===== config.mk =====
export PLATFORM = sky130hd
export DESIGN_NAME = gpio_ctl
export DESIGN_NICKNAME = d
export VERILOG_FILES = /design/src/rtl/gpio_ctl_pkg.sv /design/src/rtl/gpio_in_sync.sv /design/src/rtl/gpio_pad_mux.sv /design/src/rtl/gpio_ctl.sv
export SDC_FILE = /design/constraint.sdc
export NUM_CORES = 1
export LEC_CHECK = 0
export BUFFER_PORTS_ARGS = -buffer_cell sky130_fd_sc_hd__buf_2
export CORE_UTILIZATION = 45
export DETAILED_ROUTE_END_ITERATION = 10
export PLACE_DENSITY = 0.64
export SLEW_MARGIN = 30
export SYNTH_ARGS = -nofsm -noshare
export SYNTH_HDL_FRONTEND = slang
export SYNTH_HIERARCHICAL = 1
export SYNTH_SLANG_ARGS = --single-unit

===== constraint.sdc =====
create_clock -name clk -period 2.3 [get_ports clk]
set_input_delay 0.23 -clock clk [delete_from_list [all_inputs] [get_ports clk]]
set_output_delay 0.23 -clock clk [all_outputs]
set_load 0.1 [all_outputs]

===== src/rtl/gpio_ctl_pkg.sv =====
package gpio_ctl_pkg;

    localparam int KIND_W = 4;
    localparam int FN_W   = 2;

    typedef enum logic [KIND_W-1:0] {
        KIND_LEVEL  = 4'd0,
        KIND_DIR    = 4'd1,
        KIND_RAISE  = 4'd2,
        KIND_LOWER  = 4'd3,
        KIND_RISE   = 4'd4,
        KIND_FALL   = 4'd5,
        KIND_STATUS = 4'd6,
        KIND_FUNC   = 4'd7
    } reg_kind_e;

    typedef enum logic [FN_W-1:0] {
        FN_GPIO = 2'd0,
        FN_PERA = 2'd1,
        FN_PERB = 2'd2,
        FN_OFF  = 2'd3
    } pin_fn_e;

endpackage


===== src/rtl/gpio_in_sync.sv =====
module gpio_in_sync #(
    parameter int WIDTH = 8
) (
    input  logic             clk,
    input  logic             rst_n,
    input  logic [WIDTH-1:0] raw,
    output logic [WIDTH-1:0] level,
    output logic [WIDTH-1:0] rise,
    output logic [WIDTH-1:0] fall
);

    logic [WIDTH-1:0] meta_q;
    logic [WIDTH-1:0] sync_q;
    logic [WIDTH-1:0] prev_q;

    always_ff @(posedge clk or negedge rst_n) begin
        if (!rst_n) begin
            meta_q <= '0;
            sync_q <= '0;
            prev_q <= '0;
        end else begin
            meta_q <= raw;
            sync_q <= meta_q;
            prev_q <= sync_q;
        end
    end

    assign level = sync_q;
    assign rise  = sync_q & ~prev_q;
    assign fall  = ~sync_q & prev_q;

endmodule


===== src/rtl/gpio_pad_mux.sv =====
module gpio_pad_mux
    import gpio_ctl_pkg::*;
#(
    parameter int NUM_PINS = 8
) (
    input  logic [NUM_PINS-1:0][FN_W-1:0] func,
    input  logic [NUM_PINS-1:0]           gpio_out,
    input  logic [NUM_PINS-1:0]           gpio_oe,
    input  logic [NUM_PINS-1:0]           a_out,
    input  logic [NUM_PINS-1:0]           a_oe,
    input  logic [NUM_PINS-1:0]           b_out,
    input  logic [NUM_PINS-1:0]           b_oe,
    output logic [NUM_PINS-1:0]           pad_out,
    output logic [NUM_PINS-1:0]           pad_oe
);

    for (genvar p = 0; p < NUM_PINS; p++) begin : g_pin
        always_comb begin
            unique case (pin_fn_e'(func[p]))
                FN_GPIO: begin pad_out[p] = gpio_out[p]; pad_oe[p] = gpio_oe[p]; end
                FN_PERA: begin pad_out[p] = a_out[p];    pad_oe[p] = a_oe[p];    end
                FN_PERB: begin pad_out[p] = b_out[p];    pad_oe[p] = b_oe[p];    end
                FN_OFF:  begin pad_out[p] = 1'b0;        pad_oe[p] = 1'b0;       end
            endcase
        end
    end

endmodule


===== src/rtl/gpio_ctl.sv =====
module gpio_ctl
    import gpio_ctl_pkg::*;
#(
    parameter  int NUM_PINS = 40,
    localparam int BANKS    = (NUM_PINS + 31) / 32,
    localparam int FREGS    = (NUM_PINS + 15) / 16,
    localparam int NREG     = (FREGS > BANKS) ? FREGS : BANKS,
    localparam int IDX_W    = (NREG > 1) ? $clog2(NREG) : 1,
    localparam int ADDR_W   = KIND_W + IDX_W
) (
    input  logic                clk,
    input  logic                rst_n,
    input  logic                bus_wr,
    input  logic [ADDR_W-1:0]   bus_addr,
    input  logic [31:0]         bus_wdata,
    output logic [31:0]         bus_rdata,
    input  logic [NUM_PINS-1:0] pad_in,
    output logic [NUM_PINS-1:0] pad_out,
    output logic [NUM_PINS-1:0] pad_oe,
    input  logic [NUM_PINS-1:0] pa_out,
    input  logic [NUM_PINS-1:0] pa_oe,
    input  logic [NUM_PINS-1:0] pb_out,
    input  logic [NUM_PINS-1:0] pb_oe,
    output logic                irq
);

    reg_kind_e          kind;
    logic [IDX_W-1:0]   idx;

    logic [NUM_PINS-1:0] bank_hit;
    logic [NUM_PINS-1:0] lane_bit;
    logic [NUM_PINS-1:0] lane_mask;
    logic [NUM_PINS-1:0] fn_hit;
    logic [NUM_PINS-1:0][FN_W-1:0] fn_lane;

    logic [NUM_PINS-1:0] dir_q;
    logic [NUM_PINS-1:0] out_q;
    logic [NUM_PINS-1:0] rise_en_q;
    logic [NUM_PINS-1:0] fall_en_q;
    logic [NUM_PINS-1:0] status_q;
    logic [NUM_PINS-1:0][FN_W-1:0] func_q;

    logic [NUM_PINS-1:0] level;
    logic [NUM_PINS-1:0] rise;
    logic [NUM_PINS-1:0] fall;
    logic [NUM_PINS-1:0] evt;
    logic [NUM_PINS-1:0] banked_src;

    logic wr_dir, wr_raise, wr_lower, wr_rise, wr_fall, wr_status, wr_func;

    assign kind = reg_kind_e'(bus_addr[ADDR_W-1 -: KIND_W]);
    assign idx  = bus_addr[IDX_W-1:0];

    // Per-pin view of the addressed register: lane select and write bit.
    for (genvar p = 0; p < NUM_PINS; p++) begin : g_lane
        assign bank_hit[p] = (32'(idx) == 32'(p / 32));
        assign lane_bit[p] = bus_wdata[p % 32];
        assign fn_hit[p]   = (32'(idx) == 32'(p / 16));
        assign fn_lane[p]  = bus_wdata[FN_W*(p % 16) +: FN_W];
    end

    assign lane_mask = bank_hit & lane_bit;

    assign wr_dir    = bus_wr && (kind == KIND_DIR);
    assign wr_raise  = bus_wr && (kind == KIND_RAISE);
    assign wr_lower  = bus_wr && (kind == KIND_LOWER);
    assign wr_rise   = bus_wr && (kind == KIND_RISE);
    assign wr_fall   = bus_wr && (kind == KIND_FALL);
    assign wr_status = bus_wr && (kind == KIND_STATUS);
    assign wr_func   = bus_wr && (kind == KIND_FUNC);

    gpio_in_sync #(.WIDTH(NUM_PINS)) u_sync (
        .clk   (clk),
        .rst_n (rst_n),
        .raw   (pad_in),
        .level (level),
        .rise  (rise),
        .fall  (fall)
    );

    assign evt = (rise & rise_en_q) | (fall & fall_en_q);

    always_ff @(posedge clk or negedge rst_n) begin
        if (!rst_n) begin
            dir_q     <= '0;
            out_q     <= '0;
            rise_en_q <= '0;
            fall_en_q <= '0;
            status_q  <= '0;
        end else begin
            if (wr_dir)   dir_q     <= (dir_q     & ~bank_hit) | lane_mask;
            if (wr_rise)  rise_en_q <= (rise_en_q & ~bank_hit) | lane_mask;
            if (wr_fall)  fall_en_q <= (fall_en_q & ~bank_hit) | lane_mask;
            if (wr_raise) out_q     <= out_q | lane_mask;
            if (wr_lower) out_q     <= out_q & ~lane_mask;
            // New events take priority over a same-cycle clear.
            status_q <= (status_q & ~(wr_status ? lane_mask : '0)) | evt;
        end
    end

    always_ff @(posedge clk or negedge rst_n) begin
        if (!rst_n) begin
            func_q <= '0;
        end else if (wr_func) begin
            for (int p = 0; p < NUM_PINS; p++) begin
                if (fn_hit[p]) func_q[p] <= fn_lane[p];
            end
        end
    end

    always_comb begin
        case (kind)
            KIND_LEVEL:  banked_src = level;
            KIND_DIR:    banked_src = dir_q;
            KIND_RISE:   banked_src = rise_en_q;
            KIND_FALL:   banked_src = fall_en_q;
            KIND_STATUS: banked_src = status_q;
            default:     banked_src = '0;
        endcase
    end

    always_comb begin
        bus_rdata = '0;
        if (kind == KIND_FUNC) begin
            for (int p = 0; p < NUM_PINS; p++) begin
                if (fn_hit[p]) bus_rdata[FN_W*(p % 16) +: FN_W] = func_q[p];
            end
        end else begin
            for (int p = 0; p < NUM_PINS; p++) begin
                if (bank_hit[p]) bus_rdata[p % 32] = banked_src[p];
            end
        end
    end

    gpio_pad_mux #(.NUM_PINS(NUM_PINS)) u_mux (
        .func     (func_q),
        .gpio_out (out_q),
        .gpio_oe  (dir_q),
        .a_out    (pa_out),
        .a_oe     (pa_oe),
        .b_out    (pb_out),
        .b_oe     (pb_oe),
        .pad_out  (pad_out),
        .pad_oe   (pad_oe)
    );

    assign irq = |status_q;

endmodule


==> run metrics <==
Via density 5.772; worst-case clock buffer depth 3; Setup WS post-layout -115.3 ps; max cap viols 0; r2r setup slk about 1100 ps; Synth Net Count roughly 1,700; wire per inst approximately 24 µm; Sw Pwr roughly 7.9 mW; WL final 57.95 mm; Pint between 10 and 15 mW; P per Cell Area just under 900 nW/µm²; Final HPWL DP just over 40 mm; sequential share of power 40.9%; fmax about 410 MHz; clk slew on worst S/H paths 60 ps; layout cells sized above 1 a little under half; Worst EP arrival 2190 ps; IO Count 354; TNS Setup -127.4 ps; WHS ~25 ps; antenna viol nets, final 0; core box area 40,830 µm²; DR DRC count 0; Post-Layout Inst Area 24,480 µm²; Yosys reg bits 400; Die ar. 42,260 µm²; cell row count 74; ys flop type dfrtp_1; layout overhead on the synthesized area 31.26%; measured slew at the worst slew-check pin 605.9 ps; Area contributors post-synth dfrtp_1 (54%), mux2_2 (13%), mux2i_1 (9.0%); Switching Fraction roughly 36%; Detailed Routing Iterations Pass 1 6; min-delay worst type in2reg; pre-CTS WS around 42 ps; CTS HTree Levels 2; Clk Latency, worst-skew pair about 550 ps; failing checks negative setup slack; CTS tree built; EDFF count, synth 0; Crit Path Max Fanout 3; Die Wd roughly 210 µm; Setup crit end kind output port; first-pass GRT wire length 86.40 mm; Max stage delay on crit path between 400 and 500 ps; number of global-route vias before repair between 10,000 and 15,000; chip height between 200 and 250 µm; via count 14,200; Final min period between 2000 and 2500 ps; initial antenna violation count 3; count leader, synth dfrtp_1; grt ovf 0; crit start category flip-flop; DRT iter0 DRCs between 900 and 1,000; crit-path cells nor4_2 > buf_4 > nand4_1 > or3_4 > buf_12; CTS root buf clkbuf_16; IO Port Bufs ~350; Cell Area, Synth around 19,000 µm²; final hold violation count 0; Syn Inst Count 1,446; Inst Count DP 2,328; RePlAce Congestion 0.9029; largest net degree at the start of global routing ~100; Slew headroom about three fifths; RSZ-0062 raised after global routing yes; VDD IR-drop max 0.0006487 V; clock skew ~16 ps; Initial Util between 40% and 50%; Num CTS Buffers between 40 and 50; CP max stage cell or3_4; sequential area share after synthesis ~54%; Synth top area share a little over half; Ys Warns 6; final setup vio count 2; mean post-synth cell area between 10 and 15 µm²; global-route total usage across every layer between 20% and 30%; CP required between 2000 and 2500 ps; Yosys top cell by area dfrtp_1; nets@finish about 2,100; Clk pwr share approximately a third; list of most frequent post-synthesis cells dfrtp_1 (400), mux2_2 (213), mux2i_1 (168); leakage roughly 11 nW; crit path kind reg2out; status finished with violations; ys async rst share 100.0%; Gate power share 26.6%; TritonCTS Sinks 400; fin crit share 105.0%; Yosys cell types 48; final slew viol count 0; Post-DP Area between 20,000 and 25,000 µm²; non-filler cells in the finished layout 2,460
repair_timing:
| item | 4_1_cts | 5_1_grt |
|---|---|---|
| endpoints found under the hold margin | 377 | 0 |
| setup buffers | 4 | 14 |
| hold buffers | 42 | 0 |
| endpoints found under the setup margin | 16 | 17 |
| pin swaps | 3 | 11 |
| resized for setup | 35 | 18 |
metrics by stage:
stage | power [mW] | utilization [%]
after detailed placement | 14.69 | 54.74
after global routing | 22.74 | 59.94
after global placement | 14.59 | 54.74
after floorplan | 13.07 | -
after CTS | 21.95 | 59.61
final | 21.90 | 59.96
kinds of logic (layout without fill, tap and decap cells):
group	after synthesis	in the layout	synth area share, %
other	0	2	0
AO/OA/AOI/OAI	294	294	12.79
AND/OR/NAND/NOR	253	253	8.876
buffers and inverters	115	595	2.603
multiplexers	384	384	22.06
flip-flops	400	400	53.67
final cells by class:
class	count	area (µm²)
tap	532	665.6
sequential	400	10020
antenna	2	5.005
clock buffer	63	1294
clock inverter	11	157.7
inverter	43	161.4
fill	3260	16350
multi-input combinational	931	8571
timing repair buffer	478	3610
final timing paths:
kind,startpoint,to,cells past startpoint
hold reg to reg,u_sync/meta_q[22]$_DFF_PN0_,u_sync/level[22]$_DFF_PN0_,0
setup / recovery,status_q[2]$_DFF_PN0_,irq,5
setup reg to reg,u_sync/level[29]$_DFF_PN0_,status_q[29]$_DFF_PN0_,3
max in group asynchronous,rst_n,u_sync/meta_q[4]$_DFF_PN0_,4
min in group asynchronous,rst_n,func_q[28]$_DFFE_PN0P_,2
hold / removal,bus_wdata[23],flip-flop,3
metal layers:
layer / vias to the layer above / track usage [%] / wire length (µm)
li1: 6307 / - / -
met1: 7225 / 38.33 / 25030
met2: 564 / 44.12 / 27730
met3: 100 / 4.165 / 3696
met4: 4 / 8.122 / 1470
met5: - / 0 / 23
worst max-delay path, delay by kind of cell, from the launching register on:
kind,cells,cell delay [ps]
buffers and inverters,2,340
AND/OR/NAND/NOR,3,870
flip-flops,1,420
layout by cell type, fill, tap and decap left out, drive strengths merged, types with 2 or more instances in the layout:
master | Yosys | routed
nand3 | 5 | 5
clkbuf | 34 | 63
nand2b | 3 | 3
a21oi | 12 | 12
inv | 43 | 43
mux2 | 216 | 216
a21boi | 55 | 55
and2b | 80 | 80
bufinv | 0 | 4
clkinv | 0 | 6
dfrtp | 400 | 400
nor2b | 42 | 42
mux2i | 168 | 168
nand2 | 73 | 73
diode | 0 | 2
and3 | 10 | 10
nor2 | 13 | 13
o22a | 4 | 4
o22ai | 28 | 28
nand4 | 2 | 2
a222oi | 15 | 15
a21o | 4 | 4
nor4b | 3 | 3
nor3 | 2 | 2
o2bb2ai | 80 | 80
nor4 | 11 | 11
a31oi | 4 | 4
o21ai | 8 | 8
dlygate4sd3 | 0 | 42
a221o | 48 | 48
buf | 38 | 436
a22oi | 32 | 32
or3 | 2 | 2
power groups by stage:
stage	registers (mW)	logic, mW	clock network, mW
CTS	8.93	5.79	7.24
floorplan	8.56	4.50	0
global route	9.05	6.14	7.56
detailed placement	9.02	5.67	0
global placement	9.00	5.58	0
finish	8.95	5.83	7.12
Note: power is estimated with default switching activity, not from simulation.
